## src/rtl/nvs_pkg.sv

```systemverilog
package nvs_pkg;

    typedef enum logic [1:0] {
        GAIN_X1 = 2'd0,
        GAIN_X2 = 2'd1,
        GAIN_X4 = 2'd2
    } gain_e;

    // Field priority: bit 2 wins over bit 1; bit 0 is ignored.
    function automatic gain_e gain_of(input logic [2:0] fld);
        gain_e g;
        casez (fld)
            3'b1??:  g = GAIN_X4;
            3'b01?:  g = GAIN_X2;
            default: g = GAIN_X1;
        endcase
        return g;
    endfunction

endpackage

```

## src/rtl/nvs_gain_decode.sv

```systemverilog
module nvs_gain_decode
    import nvs_pkg::*;
(
    input  logic [3:0] nib,
    output logic [1:0] code
);
    gain_e g_d;

    always_comb begin
        g_d  = gain_of(nib[2:0]);
        code = g_d;
    end
endmodule

```

## src/rtl/nvs_prog_timer.sv

```systemverilog
module nvs_prog_timer #(
    parameter int CYCLES = 5_000_000,
    localparam int CW = $clog2(CYCLES + 1)
) (
    input  logic clk,
    input  logic por_n,
    input  logic rst_n,
    input  logic start,
    output logic busy
);
    typedef struct packed {
        logic [CW-1:0] cnt;
    } tmr_t;

    tmr_t q, d;

    always_comb begin
        d = q;
        if (!por_n || !rst_n) begin
            d.cnt = '0;
        end else if (start) begin
            d.cnt = CW'(CYCLES);
        end else if (q.cnt != '0) begin
            d.cnt = q.cnt - 1'b1;
        end
    end

    always_ff @(posedge clk) begin
        q <= d;
    end

    assign busy = (q.cnt != '0);


    start_idle_chk: assert property (@(posedge clk) disable iff (!rst_n || !por_n)
        start |-> !busy);


    busy_origin_chk: assert property (@(posedge clk) disable iff (!rst_n || !por_n)
        $rose(busy) |-> $past(start));
endmodule

```

## src/rtl/nvs_reg_bank.sv

```systemverilog
module nvs_reg_bank #(
    parameter int NREG = 3,
    parameter logic [NREG-1:0][7:0] FACTORY = '0,
    localparam int IW = (NREG > 1) ? $clog2(NREG) : 1
) (
    input  logic                     clk,
    input  logic                     por_n,
    input  logic                     rst_n,
    input  logic                     wr_en,
    input  logic [IW-1:0]            wr_idx,
    input  logic [7:0]               wr_val,
    input  logic                     commit,
    input  logic                     cancel,
    output logic [NREG-1:0][7:0]     live,
    output logic                     pending_any
);
    typedef struct packed {
        logic [NREG-1:0][7:0] live;
        logic [NREG-1:0][7:0] nv;
        logic [NREG-1:0]      pend;
    } bank_t;

    bank_t q, d;

    always_comb begin
        d = q;
        if (!por_n) begin
            d.live = FACTORY;
            d.nv   = FACTORY;
            d.pend = '0;
        end else if (!rst_n) begin
            d.live = q.nv;
            d.pend = '0;
        end else begin
            if (cancel) begin
                d.pend = '0;
            end
            if (commit) begin
                for (int i = 0; i < NREG; i++) begin
                    if (q.pend[i]) begin
                        d.nv[i] = q.live[i];
                    end
                end
                d.pend = '0;
            end
            if (wr_en) begin
                d.live[wr_idx] = wr_val;
                d.pend[wr_idx] = 1'b1;
            end
        end
    end

    always_ff @(posedge clk) begin
        q <= d;
    end

    assign live        = q.live;
    assign pending_any = |q.pend;


    nv_commit_only_chk: assert property (@(posedge clk) disable iff (!rst_n || !por_n)
        ($past(por_n) && $past(rst_n) && !$past(commit)) |-> $stable(q.nv));


    live_write_only_chk: assert property (@(posedge clk) disable iff (!rst_n || !por_n)
        ($past(por_n) && $past(rst_n) && !$past(wr_en)) |-> $stable(q.live));
endmodule

```

## src/rtl/nvshadow_ctrl.sv

```systemverilog
module nvshadow_ctrl #(
    parameter int          NUM_POT      = 2,
    parameter int          POT_BITS     = 6,
    parameter logic [7:0]  POT_BASE     = 8'hF8,
    parameter logic [7:0]  GAIN_ADDR    = 8'hFB,
    parameter logic [7:0]  POT_FACTORY  = 8'h20,
    parameter logic [7:0]  GAIN_FACTORY = 8'h11,
    parameter int          PROG_CYCLES  = 5_000_000
) (
    input  logic                         clk,
    input  logic                         por_n,
    input  logic                         rst_n,
    input  logic                         ev_start,
    input  logic                         ev_rstart,
    input  logic                         ev_stop,
    input  logic                         ev_addr_vld,
    input  logic [7:0]                   ev_addr,
    input  logic                         ev_data_vld,
    input  logic [7:0]                   ev_data,
    input  logic                         wp_hi,
    input  logic [7:0]                   rd_addr,
    output logic [7:0]                   rd_data,
    output logic                         data_ack,
    output logic                         prog_busy,
    output logic [NUM_POT*POT_BITS-1:0]  pot_pos,
    output logic [1:0]                   gain_amp0,
    output logic [1:0]                   gain_amp1
);
    localparam int NREG = NUM_POT + 1;
    localparam int IW   = (NREG > 1) ? $clog2(NREG) : 1;
    localparam logic [7:0] POT_MASK  = 8'((1 << POT_BITS) - 1);
    localparam logic [7:0] GAIN_MASK = 8'h77;

    function automatic logic [NREG-1:0][7:0] factory_set();
        logic [NREG-1:0][7:0] f;
        for (int i = 0; i < NUM_POT; i++) begin
            f[i] = POT_FACTORY & POT_MASK;
        end
        f[NUM_POT] = GAIN_FACTORY & GAIN_MASK;
        return f;
    endfunction

    // MSB is the hit flag, low bits the register index.
    function automatic logic [IW:0] map_addr(input logic [7:0] a);
        logic [IW:0] r;
        r = '0;
        for (int i = 0; i < NUM_POT; i++) begin
            if (a == 8'(POT_BASE + 8'(i))) begin
                r = {1'b1, IW'(i)};
            end
        end
        if (a == GAIN_ADDR) begin
            r = {1'b1, IW'(NUM_POT)};
        end
        return r;
    endfunction

    typedef struct packed {
        logic [7:0] ptr;
        logic       ptr_vld;
        logic       ack;
    } ctl_t;

    ctl_t q, d;

    logic [NREG-1:0][7:0] live;
    logic                 pending_any;
    logic                 busy;
    logic [IW:0]          wmap;
    logic [IW:0]          rmap;
    logic                 wr_acc;
    logic [7:0]           wr_val;
    logic                 commit;
    logic                 cancel;
    logic                 run;

    always_comb begin
        run    = por_n && rst_n;
        wmap   = map_addr(q.ptr);
        wr_acc = run && ev_data_vld && q.ptr_vld && wmap[IW] && !wp_hi && !busy;
        if (wmap[IW-1:0] == IW'(NUM_POT)) begin
            wr_val = ev_data & GAIN_MASK;
        end else begin
            wr_val = ev_data & POT_MASK;
        end
        commit = run && ev_stop && pending_any && !busy;
        cancel = run && (ev_start || ev_rstart);

        d = q;
        if (!run) begin
            d = '0;
        end else begin
            d.ack = wr_acc;
            if (ev_start || ev_rstart || ev_stop) begin
                d.ptr_vld = 1'b0;
            end
            if (ev_addr_vld) begin
                d.ptr     = ev_addr;
                d.ptr_vld = 1'b1;
            end
        end
    end

    always_ff @(posedge clk) begin
        q <= d;
    end

    nvs_reg_bank #(
        .NREG    (NREG),
        .FACTORY (factory_set())
    ) u_bank (
        .clk         (clk),
        .por_n       (por_n),
        .rst_n       (rst_n),
        .wr_en       (wr_acc),
        .wr_idx      (wmap[IW-1:0]),
        .wr_val      (wr_val),
        .commit      (commit),
        .cancel      (cancel),
        .live        (live),
        .pending_any (pending_any)
    );

    nvs_prog_timer #(
        .CYCLES (PROG_CYCLES)
    ) u_tmr (
        .clk   (clk),
        .por_n (por_n),
        .rst_n (rst_n),
        .start (commit),
        .busy  (busy)
    );

    generate
        for (genvar g = 0; g < NUM_POT; g++) begin : g_pot
            assign pot_pos[g*POT_BITS +: POT_BITS] = live[g][POT_BITS-1:0];
        end
    endgenerate

    nvs_gain_decode u_gd0 (.nib(live[NUM_POT][3:0]), .code(gain_amp0));
    nvs_gain_decode u_gd1 (.nib(live[NUM_POT][7:4]), .code(gain_amp1));

    always_comb begin
        rmap    = map_addr(rd_addr);
        rd_data = rmap[IW] ? live[rmap[IW-1:0]] : 8'h00;
    end

    assign data_ack  = q.ack;
    assign prog_busy = busy;


    ack_cause_chk: assert property (@(posedge clk) disable iff (!rst_n || !por_n)
        data_ack |-> $past(ev_data_vld && !wp_hi && !busy));


    gain_reserved_chk: assert property (@(posedge clk) disable iff (!rst_n || !por_n)
        (live[NUM_POT][7] == 1'b0) && (live[NUM_POT][3] == 1'b0));


    wp_no_commit_chk: assert property (@(posedge clk) disable iff (!rst_n || !por_n)
        ($past(wp_hi) && $past(ev_data_vld)) |-> !data_ack);
endmodule

```

## config.mk

```make
export PLATFORM = sky130hd
export DESIGN_NAME = nvshadow_ctrl
export DESIGN_NICKNAME = d
export VERILOG_FILES = /design/src/rtl/nvs_pkg.sv /design/src/rtl/nvs_gain_decode.sv /design/src/rtl/nvs_prog_timer.sv /design/src/rtl/nvs_reg_bank.sv /design/src/rtl/nvshadow_ctrl.sv
export SDC_FILE = /design/constraint.sdc
export NUM_CORES = 1
export LEC_CHECK = 0
export BUFFER_PORTS_ARGS = -buffer_cell sky130_fd_sc_hd__clkbuf_2
export CAP_MARGIN = 20
export CELL_PAD_IN_SITES_DETAIL_PLACEMENT = 1
export CELL_PAD_IN_SITES_GLOBAL_PLACEMENT = 1
export CORE_MARGIN = 1.5
export CORE_UTILIZATION = 43
export CTS_CLUSTER_SIZE = 30
export DETAILED_ROUTE_END_ITERATION = 12
export PLACE_DENSITY_LB_ADDON = 0.05
export SLEW_MARGIN = 20
export SYNTH_ARGS = -nofsm -noshare
export SYNTH_HDL_FRONTEND = slang
export SYNTH_HIERARCHICAL = 1
export SYNTH_SLANG_ARGS = --single-unit
```

## constraint.sdc

```tcl
create_clock -name clk -period 3.5 [get_ports clk]
set_clock_uncertainty 0.15 [all_clocks]
set_input_delay 0.525 -clock clk [delete_from_list [all_inputs] [get_ports clk]]
set_output_delay 0.525 -clock clk [all_outputs]
set_load 0.01 [all_outputs]
```

### Word level (Yosys, flattened, before mapping)

Index checks and enable logic that the tools add are counted.

| storage, ports and cells | value |
|---|---|
| bits in latches | 0 |
| ROM bits | 0 |
| word-level logic and storage cells | 89 |
| output and inout bits | 26 |
| register bits after elaboration | 84 |
| RAM bits | 0 |
| memories | 0 |

| operators by class | value |
|---|---|
| divide/modulo/power cells | 0 |
| reductions and logical operators | 27 |
| bitwise logic cells | 1 |
| $add $sub $neg | 1 |
| shift-type cells | 0 |
| multiply operators | 0 |
| magnitude comparators | 3 |
| eq/ne operators | 14 |
| mux-type cells | 31 |

Operators by type and width:

| operator | count |
|---|---|
| $mux 27 | 3 |
| $eq 8x8->1 const B | 6 |
| $mux 24 | 2 |
| $mux 8 | 6 |
| $mux 23 | 2 |
| $bwmux 24 | 1 |
| $mux 3 | 8 |
| $reduce_bool 23->1 | 1 |
| $sub 23x1->23 const B | 1 |
| $bmux 8 s2 | 1 |
| $demux 8 s2 | 1 |
| $ne 3x2->1 const B | 4 |
| $logic_and 1x1->1 | 11 |
| $reduce_and 3->1 | 3 |
| $pmux 2 s2 | 2 |
| $mux 7 | 1 |
| $lt 2x3->1 const B | 2 |
| $eq 2x1->1 const B | 2 |
| $logic_not 1->1 | 4 |
| $reduce_bool 2->1 | 2 |
| $logic_or 1x1->1 | 3 |
| $mux 1 | 3 |
| $or 3x3->3 | 1 |
| $reduce_or 3->1 | 1 |
| 6 further kinds | 6 |

### Depth between registers and ports, before layout

Gate-level depths: netlist of run 1.

| depth | value |
|---|---|
| depth after elaboration | 11 |
| gate-level depth with buffers | 12 |
| depth with buffers taken out | 10 |

### By module

Netlist of run 1, hierarchy kept.

By module, submodules not included:

| module | seq. area each (µm²) | area each (µm²) | cells an instance | times used |
|---|---|---|---|---|
| nvs_reg_bank | 1021.0 | 2248.4 | 274 | 1 |
| nvs_prog_timer | 460.4 | 1182.4 | 135 | 1 |
| nvshadow_ctrl | 200.2 | 709.4 | 87 | 1 |
| nvs_gain_decode | 0.0 | 10.0 | 2 | 2 |

### Least setup slack after synthesis of run 1

Ideal clock, no wire load.

| timing | value |
|---|---|
| kind | reg2reg |
| from | reg u_tmr/q[7] (netlist name) |
| to | reg u_tmr/q[0] (netlist name) |
| arrival time | 2.983 ns |
| required time | 3.222 ns |
| path buffers | 5 |
| cell stages (with the launch flop) | 12 |
| slack | 0.240 ns |
| setup time | 0.128 ns |
| cell sequence | dfxtp_1 or3_1 buf_2 or3_1 buf_2 or2_1 buf_2 nor3_1 clkbuf_1 nand2b_1 clkbuf_1 nor2_1 |

| between the ends | value |
|---|---|
| longest elaborated chain between the ends | 4 |

Ends and longest elaborated chain:

| what | line | RTL |
|---|---|---|
| from (decl) | nvs_prog_timer.sv:15 | `tmr_t q, d;` |
| from (signal assigned) | nvs_prog_timer.sv:29 | `q <= d;` |
| $reduce_bool 23->1 | nvs_prog_timer.sv:32 | `assign busy = (q.cnt != '0);` |
| net prog_busy | nvshadow_ctrl.sv:24 | `output logic prog_busy,` |
| $logic_not 1->1 | nvshadow_ctrl.sv:86 | `commit = run && ev_stop && pending_any && !busy;` |
| $logic_and 1x1->1 | nvshadow_ctrl.sv:86 |  |
| net commit | nvshadow_ctrl.sv:73 | `logic commit;` |
| $reduce_or 2->1 (no source line) | n/a |  |

The timed path passes the listed nets, and every way through them passes these cells.
A chain may end at the register's enable or synchronous reset.

### Worst setup path after layout of run 1

| timing | value |
|---|---|
| from | reg u_tmr/q[7] (netlist name) |
| to | reg u_bank.q, in the netlist u_bank/live[2] |

| between the ends | value |
|---|---|
| longest elaborated chain between the ends | 4 |

Ends and longest elaborated chain:

| what | line | RTL |
|---|---|---|
| $reduce_bool 23->1 | nvs_prog_timer.sv:32 |  |
| $logic_not 1->1 | nvshadow_ctrl.sv:80 | `wr_acc = run && ev_data_vld && q.ptr_vld && wmap[IW] && !wp_hi && !busy;` |
| $logic_and 1x1->1 | nvshadow_ctrl.sv:80 |  |
| net wr_acc | nvshadow_ctrl.sv:71 | `logic wr_acc;` |
| $ne 2x1->1 (no source line) | n/a |  |
| to (signal assigned) | nvs_reg_bank.sv:54 | `q <= d;` |
| to (decl) | nvs_reg_bank.sv:23 | `bank_t q, d;` |

The timed path passes the listed nets, and every way through them passes these cells.

==> results of run 1 <==
==> per-stage QoR <==
stage / area (um^2) / utilization
final: 4530 / 0.486
after global routing: 4530 / 0.486
after CTS: 4530 / 0.486
after detailed placement: 4350 / 0.466
after global placement: 4350 / 0.466
after floorplan: 4170 / -
==> final cells by class <==
cell class                      count  area, um^2  share of cell area
Timing Repair Buffer               66         365              0.0806
Inverter                            5        18.8             0.00414
Sequential cell                    84        1680               0.371
Multi-Input combinational cell    360        2120               0.468
Clock inverter                      6        46.3              0.0102
Tap cell                          129         161              0.0356
Clock buffer                       10         138              0.0304
==> Yosys cell counts (all sizes together) (2+ instances only) <==
cell type / n
or3: 7
o21ai: 36
mux2i: 23
a31oi: 15
xor2: 9
inv: 5
ha: 2
o31a: 6
o211ai: 5
o21a: 6
and4b: 2
xnor2: 7
and3: 9
or2: 2
nor4: 8
clkbuf: 12
nor2b: 4
a211oi: 2
nand2: 85
nand2b: 2
a22oi: 2
a21oi: 13
o21ba: 2
dfxtp: 84
nor3b: 3
buf: 41
a21boi: 21
nand4: 7
nand3: 17
and2: 9
nand3b: 2
nor2: 40
nor3: 3
==> path summary, 6_finish.rpt <==
check / from / end / slack [ns] / cells after the start
max: u_tmr/q[7]$_SDFFE_PP0P_ / u_bank/live[2]$_SDFFE_PN0P_ / 0.26 / 8
min: ev_addr[7] / q[9]$_SDFFE_PP0P_ / 0.26 / 3
max reg2reg: u_tmr/q[7]$_SDFFE_PP0P_ / u_bank/live[2]$_SDFFE_PN0P_ / 0.26 / 8
min reg2reg: u_bank/q[14]$_SDFFE_PN0P_ / u_bank/q[14]$_SDFFE_PN0P_ / 0.31 / 2
==> registers in the layout, summed over array words and instances (netlist names) <==
| signal | flops |
|---|---|
| u_bank/q | 27 |
| u_tmr/q | 23 |
| data_ack | 1 |
| u_bank/live | 24 |
| q | 9 |
==> power by group <==
part / switching (uW) / internal, uW / leakage (uW)
combinational: 986 / 729 / 0.00109
sequential: 141 / 1090 / 0.000684
clock: 371 / 284 / 0.0000897
total: 1500 / 2100 / 0.00186
==> worst register-to-register path: stages, from the launching register on <==
cell and delay (ns):
dfxtp_1 0.33, or3_1 0.47, or3_1 0.43, or2_1 0.28
a2111oi_2 0.36, and3_1 0.34, or3b_1 0.55, nand2_1 0.13
a31oi_1 0.08
==> routing by layer <==
metal	track usage	routed length [um]	up-vias
met2	0.394	5390	50
li1	-	-	1760
met4	0.0609	113	0
met5	0	0	-
met1	0.266	4740	1690
met3	0.0386	274	9
==> cell usage in the layout, fill, tap and decap left out, types with 8 or more instances in the layout <==
cell type,n
dfxtp_1,84
nor4_1,8
mux2i_1,23
nor2_1,40
xor2_1,9
clkbuf_8,10
a21oi_1,13
and2_1,9
nand2_1,85
and3_1,9
o21ai_1,10
buf_4,8
o21ai_0,26
nand3_1,17
a31oi_1,15
clkbuf_2,57
a21boi_1,20
==> cell families (layout without fill, tap and decap cells) <==
group / count (synthesis) / after routing / synth area share
buffers and inverters: 58 / 87 / 0.0878
multiplexers: 23 / 23 / 0.0553
AO/OA/AOI/OAI: 109 / 109 / 0.170
XOR/XNOR: 16 / 16 / 0.0337
other: 1 / 3 / 0.000901
AND/OR/NAND/NOR: 207 / 207 / 0.242
flip-flops: 84 / 84 / 0.404
adder cells (fa/ha/maj): 2 / 2 / 0.00601
==> impl_metrics.ini, run 1 <==
[run_status]
status = complete, no violations

[critical_path]
path_cells = or3_1 -> or3_1 -> or2_1 -> a2111oi_2 -> and3_1 -> or3b_1 -> nand2_1 -> a31oi_1
cp_top_family = simple AND/OR/NAND/NOR gates
crit_slowest_cell = or3b_1
crit_type = reg2reg
crit_buf_inv = 0
crit_fanout = 8
crit_path_max_incr_delay_ns = 0.55
crit_arrival_ns = 3.30
worstSetupEndpointType = register
crit_path_start_kind = register
cpMostUsedCell = or3_1
cp.required_ns = 3.56

[clock_network]
post-cts-setup-buffers = 0
holdBufCountCts = 0
clock_path_buffers = 2
clk_pin_slew_ns = 0.09
cts.repair.resized = 0
cts_root_buffer = clkbuf_8
clock-sinks = 84
cts-buffers-inserted = 9
ctsHtreeMaxLevel = 3
cts_tree = yes
insertion_delay_ns = 0.36

[layout]
num-nets-final = 561
nFillCells = 1174
antenna_cells = 0
drive_gt1_frac = 0.175
area_growth_pct = 8.93
final_cells = 660

[floorplan]
core_mm2 = 0.00933
fp.dieH_um = 101
start_util = 0.446
io-pin-count = 59
die_area_mm2 = 0.0103
rows = 35
dieWidth_um = 101

[routing]
ant_nets = 0
drt_iter0_markers = 96
dr.pass1.iters = 4
routedWlPerCell_um = 15.9
drt-total-wl_um = 10500
viasPerCell = 5.32
num_vias = 3509
drc = 0

[synthesis]
synthArstFlopShare = 0
synthCells = 500
syn_avg_cell_area_um2 = 8.32
ys_seq_elements = 84
synth_edf_count = 0
synth_area_leaders = dfxtp_1 40%, nand2_1 7.7%, mux2i_1 5.5%
synth_ff_type = dfxtp_1
synth_top_area_share = 0.404
yosys_warnings = 6
synth_area_mm2 = 0.00416
yosysSeqAreaShare = 0.404
yosysTopAreaCell = dfxtp_1
yosysUniqueCellTypes = 50

[power_and_ir_drop]
p_leak_uw = 0.00186
powerDensity_mw_per_mm2 = 794
ir_drop_mv = 0.770
power_uw = 3600

[placed_design]
io_buffers = 57
finalWeightedCongestion = 0.782
placed_cells = 644
dp_hpwl_um = 7420
pre_cts_ws_ns = 0.261

[timing]
rsz0062_at_grt = no
maxSlewHeadroom = 0.601
finalCritPeriodShare = 0.926
min_period_ns = 3.24
tns_ns = 0
maxSlewViolCount = 0
setup_viol = 0
tightest_slew_ns = 0.593
whs_ns = 0.257
timing.fmax_mhz = 309
fin_ws_ns = 0.260
hold_viol_final = 0

[grt]
grt_pass1_vias = 3542
antenna_found_initial = 0
grt_pass1_wl_um = 17400
gr-usage-all-layers = 0.218
overflow = 0
grt_max_degree = 54

[worst_hold_path]
hold_path_class = in2reg

[job]
drv_cap = 0
Note: power is estimated with default switching activity, not from simulation.
==> inputs of run 2 (changes only) <==
--- a/config.mk
+++ b/config.mk
@@ -5,7 +5,7 @@
 export SDC_FILE = /design/constraint.sdc
 export NUM_CORES = 1
 export LEC_CHECK = 0
-export BUFFER_PORTS_ARGS = -buffer_cell sky130_fd_sc_hd__clkbuf_2
+export BUFFER_PORTS_ARGS = -buffer_cell sky130_fd_sc_hd__buf_4
 export CAP_MARGIN = 20
 export CELL_PAD_IN_SITES_DETAIL_PLACEMENT = 1
 export CELL_PAD_IN_SITES_GLOBAL_PLACEMENT = 1
==> impl_metrics.ini, run 2 (synthesized netlist as in run 1, its figures left out) <==
[critical_path]
cpMostUsedCell = or3_1
crit_buf_inv = 0
cp.required_ns = 3.57
reg2reg_slack_ns = 0.21
path_cells = or3_1 -> or3_1 -> or2_1 -> a2111oi_2 -> and3_1 -> or3b_1 -> nand2_1 -> a31oi_1
crit_slowest_cell = or3b_1
crit_path_start_kind = register
worstSetupEndpointType = register
cp_top_family = simple AND/OR/NAND/NOR gates
crit_path_max_incr_delay_ns = 0.56
crit_arrival_ns = 3.35
path_depth = 8
crit_fanout = 8
ff2ff_path_depth = 8
crit_type = reg2reg

[power_and_ir_drop]
ir_drop_mv = 0.847
seqPwrFrac = 0.330
powerDensity_mw_per_mm2 = 791
intPower_uw = 2260
p_sw_uw = 1460
combinationalPowerShare = 0.465
p_leak_uw = 0.00192
clockPowerShare = 0.206
switching_share = 0.393

[job]
drv_cap = 0

[clock_network]
holdBufCountCts = 0
cts_root_buffer = clkbuf_8
cts.repair.resized = 0
post-cts-setup-buffers = 0
clk_pin_slew_ns = 0.09
clock-sinks = 84
insertion_delay_ns = 0.35
cts_tree = yes
cts-buffers-inserted = 9
clock_path_buffers = 2
ctsHtreeMaxLevel = 3

[floorplan]
die_area_mm2 = 0.0103
fp.dieH_um = 101
rows = 35
dieWidth_um = 101
core_mm2 = 0.00933
start_util = 0.446
io-pin-count = 59

[grt]
overflow = 0
gr-usage-all-layers = 0.218
grt_pass1_wl_um = 17500
antenna_found_initial = 0
grt_max_degree = 54
grt_pass1_vias = 3632

[timing]
tightest_slew_ns = 0.534
timing.fmax_mhz = 304
maxSlewViolCount = 0
fin_ws_ns = 0.215
whs_ns = 0.253
setup_viol = 0
rsz0062_at_grt = no
finalCritPeriodShare = 0.939
maxSlewHeadroom = 0.641
tns_ns = 0
min_period_ns = 3.29
hold_viol_final = 0

[routing]
routedWlPerCell_um = 16.1
drc = 0
drt_iter0_markers = 116
dr.pass1.iters = 4
ant_nets = 0
drt-total-wl_um = 10600
viasPerCell = 5.32
num_vias = 3513

[run_status]
status = complete, no violations

[layout]
final_common_cell = nand2_1
num-nets-final = 562
area_growth_pct = 13.0
largest_reg_flops = 27
fin_area_mm2 = 0.00470
largest-register = u_bank/q
multi_input_area_mm2 = 0.00212
final_cell_mix = 85 x nand2_1, 84 x dfxtp_1, 67 x buf_4, 40 x nor2_1, 26 x o21ai_0
antenna_cells = 0
drive_gt1_frac = 0.173
regArea_mm2 = 0.00168
nFillCells = 1165

[placed_design]
pre_cts_ws_ns = 0.215
placedInstanceArea_mm2 = 0.00449
finalWeightedCongestion = 0.771
dp_hpwl_um = 7400
io_buffers = 57

[worst_hold_path]
hold_path_depth = 3
hold_path_class = in2reg
## run 2: cell types whose count changed in the layout (fill, tap and decap cells not counted), sizes merged
cell      previous run  this run
clkbuf              67        11
clkinvlp             2         0
inv                  8         5
clkinv               1         2
bufinv               0         2
buf                  9        67
## run 2: final cells by class
cell class,instances,area share
clock buffer,11,0.0301
clock inverter,4,0.0157
inverter,5,0.00399
timing repair buffer,67,0.107
multi-input combinational,360,0.451
sequential,84,0.358
tap,129,0.0343
## run 2: worst register-to-register path: stages (launching register included)
cell,delay [ns]
dfxtp_1,0.32
or3_1,0.47
or3_1,0.43
or2_1,0.27
a2111oi_2,0.37
and3_1,0.34
or3b_1,0.56
nand2_1,0.15
a31oi_1,0.10
## run 2: worst paths after layout
check                             from                     endpoint
min                         ev_addr[5]            q[7]$_SDFFE_PP0P_
max reg2reg    u_tmr/q[7]$_SDFFE_PP0P_  u_bank/live[4]$_SDFFE_PN0P_
max            u_tmr/q[7]$_SDFFE_PP0P_  u_bank/live[4]$_SDFFE_PN0P_
min reg2reg  u_bank/q[24]$_SDFFE_PN0P_    u_bank/q[24]$_SDFFE_PN0P_
## run 2: power by group through the flow
stage	combinational [uW]	clock [uW]	sequential [uW]
after CTS	1740	781	1230
after floorplan	1330	0	1210
final	1730	765	1230
after detailed placement	1720	0	1250
after global routing	1920	828	1250
after global placement	1670	0	1240
## run 2: through the flow
stage	total power, uW	std cells	util
after floorplan	2540	502	-
after global placement	2920	645	0.481
after detailed placement	2970	645	0.481
after CTS	3750	660	0.504
after global routing	4000	660	0.504
final	3720	660	0.504
## run 2: layer usage
metal	vias to the layer above	part of all wire	global-route usage
li1	1758	-	-
met1	1699	0.45	0.257
met2	47	0.51	0.406
met3	9	0.023	0.0255
met4	0	0.012	0.0780
met5	-	0	0
